==> config.mk <==
export PLATFORM = sky130hd
export DESIGN_NAME = line_way_table
export DESIGN_NICKNAME = d
export VERILOG_FILES = /design/src/rtl/wt_pkg.sv /design/src/rtl/wt_fifo_ptr.sv /design/src/rtl/wt_store.sv /design/src/rtl/wt_cam.sv /design/src/rtl/line_way_table.sv
export SDC_FILE = /design/constraint.sdc
export NUM_CORES = 2
export LEC_CHECK = 0
export CAP_MARGIN = 20
export CELL_PAD_IN_SITES_DETAIL_PLACEMENT = 1
export CELL_PAD_IN_SITES_GLOBAL_PLACEMENT = 2
export CORE_ASPECT_RATIO = 0.5
export CORE_MARGIN = 2
export CORE_UTILIZATION = 43
export CTS_CLUSTER_DIAMETER = 30
export DETAILED_ROUTE_END_ITERATION = 12
export DONT_BUFFER_PORTS = 1
export GPL_ROUTABILITY_DRIVEN = 0
export PLACE_DENSITY = 0.82
export SKIP_LAST_GASP = 1
export SYNTH_ARGS = -nofsm -noshare
export SYNTH_HDL_FRONTEND = slang
export SYNTH_HIERARCHICAL = 1
export SYNTH_SLANG_ARGS = --single-unit
==> constraint.sdc <==
create_clock -name clk -period 6.3 [get_ports clk]
set_input_delay 1.89 -clock clk [delete_from_list [all_inputs] [get_ports clk]]
set_output_delay 1.89 -clock clk [all_outputs]
set_load 0.03 [all_outputs]
==> src/rtl/wt_pkg.sv <==
package wt_pkg;

  // Next FIFO slot: one step forward, back to zero past the last entry.
  function automatic int unsigned slot_after(int unsigned cur, int unsigned entries);
    return (cur + 1 >= entries) ? 0 : cur + 1;
  endfunction

  // Width of a slot index for a given entry count (at least one bit).
  function automatic int unsigned idx_bits(int unsigned entries);
    return (entries <= 2) ? 1 : $clog2(entries);
  endfunction

endpackage

==> src/rtl/wt_fifo_ptr.sv <==
module wt_fifo_ptr #(
  parameter int unsigned ENTRIES = 16,
  localparam int unsigned IDX_W = wt_pkg::idx_bits(ENTRIES)
) (
  input  logic             clk,
  input  logic             rst_n,
  input  logic             adv,
  output logic [IDX_W-1:0] ptr
);

  always_ff @(posedge clk) begin
    if (!rst_n)   ptr <= '0;
    else if (adv) ptr <= IDX_W'(wt_pkg::slot_after(int'(ptr), ENTRIES));
  end

  AST_PTR_RANGE: assert property (@(posedge clk) disable iff (!rst_n)
    int'(ptr) < int'(ENTRIES));
  AST_PTR_HOLD: assert property (@(posedge clk) disable iff (!rst_n)
    !adv |=> $stable(ptr));
  AST_PTR_MOVES: assert property (@(posedge clk) disable iff (!rst_n)
    adv |=> ptr != $past(ptr));

endmodule

==> src/rtl/wt_store.sv <==
module wt_store #(
  parameter int unsigned ENTRIES = 16,
  parameter int unsigned TAG_W   = 27,
  parameter int unsigned WAY_W   = 5
) (
  input  logic               clk,
  input  logic               rst_n,
  input  logic [ENTRIES-1:0] claim_we,
  input  logic [TAG_W-1:0]   claim_line,
  input  logic [ENTRIES-1:0] fill_we,
  input  logic [WAY_W-1:0]   fill_way,
  output logic [TAG_W-1:0]   tags [ENTRIES],
  output logic [WAY_W-1:0]   ways [ENTRIES],
  output logic [ENTRIES-1:0] used,
  output logic [ENTRIES-1:0] live
);

  for (genvar i = 0; i < ENTRIES; i++) begin : g_ent
    always_ff @(posedge clk) begin
      if (!rst_n) begin
        tags[i] <= '0;
        ways[i] <= '0;
        used[i] <= 1'b0;
        live[i] <= 1'b0;
      end else if (claim_we[i]) begin
        tags[i] <= claim_line;
        used[i] <= 1'b1;
        live[i] <= 1'b0;
      end else if (fill_we[i]) begin
        ways[i] <= fill_way;
        live[i] <= 1'b1;
      end
    end
  end

  AST_LIVE_IMPLIES_USED: assert property (@(posedge clk) disable iff (!rst_n)
    (live & ~used) == '0);

endmodule

==> src/rtl/wt_cam.sv <==
module wt_cam #(
  parameter int unsigned ENTRIES = 16,
  parameter int unsigned TAG_W   = 27
) (
  input  logic [TAG_W-1:0]   tags [ENTRIES],
  input  logic [ENTRIES-1:0] used,
  input  logic [TAG_W-1:0]   lk_line,
  input  logic [TAG_W-1:0]   claim_line,
  input  logic [TAG_W-1:0]   fill_line,
  output logic [ENTRIES-1:0] lk_match,
  output logic [ENTRIES-1:0] claim_match,
  output logic [ENTRIES-1:0] fill_match
);

  for (genvar i = 0; i < ENTRIES; i++) begin : g_cmp
    assign lk_match[i]    = used[i] && (tags[i] == lk_line);
    assign claim_match[i] = used[i] && (tags[i] == claim_line);
    assign fill_match[i]  = used[i] && (tags[i] == fill_line);
  end

endmodule

==> src/rtl/line_way_table.sv <==
module line_way_table #(
  parameter int unsigned ENTRIES = 16,
  parameter int unsigned TAG_W   = 27,
  parameter int unsigned WAY_W   = 5,
  localparam int unsigned IDX_W  = wt_pkg::idx_bits(ENTRIES)
) (
  input  logic             clk,
  input  logic             rst_n,
  input  logic             lk_req,
  input  logic [TAG_W-1:0] lk_line,
  output logic             lk_hit,
  output logic [WAY_W-1:0] lk_way,
  input  logic             claim_req,
  input  logic [TAG_W-1:0] claim_line,
  input  logic             fill_req,
  input  logic [TAG_W-1:0] fill_line,
  input  logic [WAY_W-1:0] fill_way
);

  logic [TAG_W-1:0]   tags [ENTRIES];
  logic [WAY_W-1:0]   ways [ENTRIES];
  logic [ENTRIES-1:0] used, live;
  logic [ENTRIES-1:0] lk_match, claim_match, fill_match;
  logic [ENTRIES-1:0] claim_we, fill_we, lk_sel;
  logic [IDX_W-1:0]   victim;

  // Named internal events for the assertions.
  logic claim_reuse, claim_fresh, fill_lands;

  wt_cam #(.ENTRIES(ENTRIES), .TAG_W(TAG_W)) i_cam (
    .tags(tags), .used(used),
    .lk_line(lk_line), .claim_line(claim_line), .fill_line(fill_line),
    .lk_match(lk_match), .claim_match(claim_match), .fill_match(fill_match)
  );

  assign claim_reuse = claim_req && (|claim_match);
  assign claim_fresh = claim_req && !(|claim_match);

  wt_fifo_ptr #(.ENTRIES(ENTRIES)) i_ptr (
    .clk(clk), .rst_n(rst_n), .adv(claim_fresh), .ptr(victim)
  );

  for (genvar i = 0; i < ENTRIES; i++) begin : g_we
    assign claim_we[i] = claim_reuse ? claim_match[i]
                                     : (claim_fresh && (int'(victim) == i));
    assign fill_we[i]  = fill_req && fill_match[i] && !claim_we[i];
  end
  assign fill_lands = |fill_we;

  wt_store #(.ENTRIES(ENTRIES), .TAG_W(TAG_W), .WAY_W(WAY_W)) i_store (
    .clk(clk), .rst_n(rst_n),
    .claim_we(claim_we), .claim_line(claim_line),
    .fill_we(fill_we), .fill_way(fill_way),
    .tags(tags), .ways(ways), .used(used), .live(live)
  );

  assign lk_sel = lk_req ? (lk_match & live) : '0;
  assign lk_hit = |lk_sel;

  always_comb begin
    lk_way = '0;
    for (int i = 0; i < ENTRIES; i++)
      if (lk_sel[i]) lk_way = lk_way | ways[i];
  end

  AST_NO_DUP_LINE: assert property (@(posedge clk) disable iff (!rst_n)
    $onehot0(lk_match) && $onehot0(claim_match));
  AST_PENDING_NO_HIT: assert property (@(posedge clk) disable iff (!rst_n)
    claim_req |=> !(lk_req && lk_line == $past(claim_line) && lk_hit));
  AST_FILL_VISIBLE: assert property (@(posedge clk) disable iff (!rst_n)
    fill_lands |=> (!(lk_req && lk_line == $past(fill_line))
                    || (lk_hit && lk_way == $past(fill_way))));
  AST_MISS_WAY_ZERO: assert property (@(posedge clk) disable iff (!rst_n)
    !lk_hit |-> lk_way == '0);

endmodule

==> impl_metrics.toml <==
[critical_path]
critPathCapture = "lk_way[4]"
end_kind = "primary output"
cp-start-kind = "primary input"
r2r-end = "i_store/ways[70]"
crit_path_max_incr_delay_ps = 550
critical_path_peak_fanout = 16
cp_data_required_time_ps = 4410
path_cells = "xnor2_1 > nand4_1 > or4_1 > nor4_2 > buf_4 > and3_1 > a22o_1 > a221oi_1 > nand4_1 > buf_12"
crit_slowest_cell = "or4_1"
worstReg2RegStart = "i_store/tags[369]"
crit_top_cell = "nand4_1"
rrSetupSlack_ps = 2130
crit_type = "in2out"
critPathLaunch = "lk_line[20]"
worst_ep_arrival_time_ps = 4290
r2r_cells = 11

[yosys]
synthFlopType = "dfxtp_1"
synth.net_count = 3967
synth_edf_count = 0
async_flop_share = 0
ys_ff_latch = 548
ys_types = 43
syn_inst = 3875
synth_area_um2 = 37600
seq_area_frac_synth = 0.291
yosysWarnings = 6
post_synth.cell_area_avg_um2 = 9.71

[sta]
worst_pin_slew_ps = 2010
setup_viol = 0
period_minus_slack_ps = 6180
slew_headroom = -0.340
finalHoldViolations = 0
finClkSkew_ps = 48.9
rsz0062_at_grt = "no"
fmax_ghz = 0.162
slew_violations = 173
fin_crit_sh = 0.981
finalSetupTns_ps = 0

[routing]
dr.pass1.iters = 5
wl_per_cell_um = 33.4
num_vias = 30845
drc = 0
antenna_left = 0
vias_per_cell = 6.22
drt_iter0_markers = 4010
wl_mm = 166

[placed_design]
port_buffers = 0
place_area_um2 = 37300
dp_hpwl_mm = 96.8

[power_and_ir_drop]
ir_worst_vdd_uv = 217
power_density_nw_per_um2 = 247
power.leakage_nw = 11.0

[floorplan]
core_um2 = 86300
top_level_ports = 97
start_util = 0.436
fp.dieArea_um2 = 90100
row_count = 76
die_y_um = 213
die_width_um = 422

[clock_network]
clkSlewWorstSetupHoldPaths_ps = 50
hold_buffers = 0
cts_setup_buffers = 0
cts_resized = 0
cts_root_buf = "clkbuf_16"
cts_tree = "yes"
cts_buffers = 101
clk_path_buf_depth = 3
clock_latency_ps = 730
h-tree-depth = 3
numClockSinks = 548

[final_layout]
synthToLayoutAreaGrowth_pct = 8.90
diodes = 0
finish.net_count = 3791
fill_cells = 9557
final_area_um2 = 41000
drive_above_1_share = 0.0829

[job]
maxCapViolCount = 0

[global_routing]
grt_start_max_net_pins = 554
antenna_found_initial = 8
grtUsageTotal = 0.359
grt_overflow_total = 0
grt_pass1_vias = 31177
grt_pass1_wl_mm = 232

[hold_path]
hold_path.class = "reg2reg"

[outcome]
violations = "max-slew violations"
status = "finished with violations"
## metal layers
layer	vias up	global-route usage	wire length [µm]
met5	-	0	41
met4	6	0.197	9810
met3	584	0.0959	18700
met2	1928	0.541	69600
met1	15534	0.466	67500
li1	12793	-	-
## worst min path at each step
stage	startpoint	endpoint	slack (ps)	cells past startpoint
detailed placement	i_store/ways[22]	i_store/ways[22]	460	2
global route	i_store/ways[55]	i_store/ways[55]	490	2
global placement	i_store/ways[63]	i_store/ways[63]	460	2
CTS	i_store/ways[64]	i_store/ways[64]	470	2
finish	i_store/ways[64]	i_store/ways[64]	470	2
floorplan	i_store/ways[70]	i_store/ways[70]	430	2
## metrics by stage
stage,hold slack [ps],utilization,setup WS (ps),power (mW),instances
after detailed placement,463,0.432,184,4.28,4764
final,473,0.475,122,10.1,4956
after CTS,474,0.475,180,10.1,4954
after global routing,489,0.475,65.2,10.4,4956
after floorplan,435,-,236,4.48,3875
after global placement,458,0.432,233,4.26,4764
## placed cells by master, fill, tap and decap left out, types with 5 or more instances in the layout
master,count
a221oi_1,21
clkbuf_16,101
nor4_2,47
nand4_1,342
clkinv_2,14
buf_12,5
nand2b_1,20
and3_1,16
o21a_1,16
o21ai_4,5
or4_1,47
inv_6,13
a31oi_1,16
clkinv_4,10
clkinvlp_4,10
clkbuf_8,12
o31ai_4,9
nor2_1,19
dfxtp_1,548
bufinv_16,15
mux2i_1,513
buf_4,45
nor2b_1,438
xnor2_2,14
xnor2_1,1283
clkbuf_1,9
a22o_1,22
nand2_1,107
nand3_1,18
nor3b_1,16
## flip-flops by register name, summed over array words and instances (netlist names)
register / flops
i_ptr/ptr: 4
i_store/live: 16
i_store/tags: 432
i_store/used: 16
i_store/ways: 80
## Yosys cell counts (4+ instances only)
cell | n | area share
xnor2_1 | 1283 | 0.30
dfxtp_1 | 548 | 0.29
mux2i_1 | 513 | 0.14
nor2b_1 | 438 | 0.073
nand4_1 | 342 | 0.057
nand2_1 | 107 | 0.011
buf_6 | 106 | 0.032
buf_2 | 95 | 0.013
clkbuf_1 | 62 | 0.0062
buf_4 | 61 | 0.012
nor4_2 | 47 | 0.016
or4_1 | 47 | 0.0094
a22o_1 | 22 | 0.0051
a221oi_1 | 21 | 0.0049
nand2b_1 | 20 | 0.0033
nor2_1 | 19 | 0.0019
nand3_1 | 18 | 0.0024
a31oi_1 | 16 | 0.0027
and3_1 | 16 | 0.0027
nor3b_1 | 16 | 0.0032
o21a_1 | 16 | 0.0032
xnor2_2 | 14 | 0.0060
o31ai_1 | 9 | 0.0018
o21ai_0 | 5 | 0.00066
a22oi_1 | 4 | 0.00080
nor4_1 | 4 | 0.00066
## cell type report
type / count / area, µm² / share of cell area
Clock buffer: 122 / 2730 / 0.0665
Clock inverter: 68 / 935 / 0.0228
Inverter: 1 / 3.75 / 0.0000916
Multi-Input combinational cell: 2997 / 24500 / 0.597
Sequential cell: 548 / 11000 / 0.268
Tap cell: 1170 / 1460 / 0.0357
Timing Repair Buffer: 50 / 438 / 0.0107
## worst max-delay path: cells and delay by family
| family | cells | cell delay, ps |
|---|---|---|
| compound gates | 2 | 230 |
| buf+inv | 2 | 390 |
| xor+xnor | 1 | 160 |
| simple gates | 5 | 1590 |
## power by group
part           total [mW]  internal (mW)  switching [mW]
logic               0.673          0.430           0.243
registers            3.56           3.50          0.0623
clock network        5.88           3.75            2.14
## cell families (layout without fill, tap and decap cells)
logic type	after synthesis	in the layout	synth area share
buffers and inverters	330	241	0.0641
XOR/XNOR	1297	1297	0.305
AO/OA/AOI/OAI	100	100	0.0206
AND/OR/NAND/NOR	1086	1086	0.182
multiplexers	513	513	0.136
adder cells (fa/ha/maj)	1	1	0.000332
flip-flops	548	548	0.291
(Power assumes the default switching activity.)
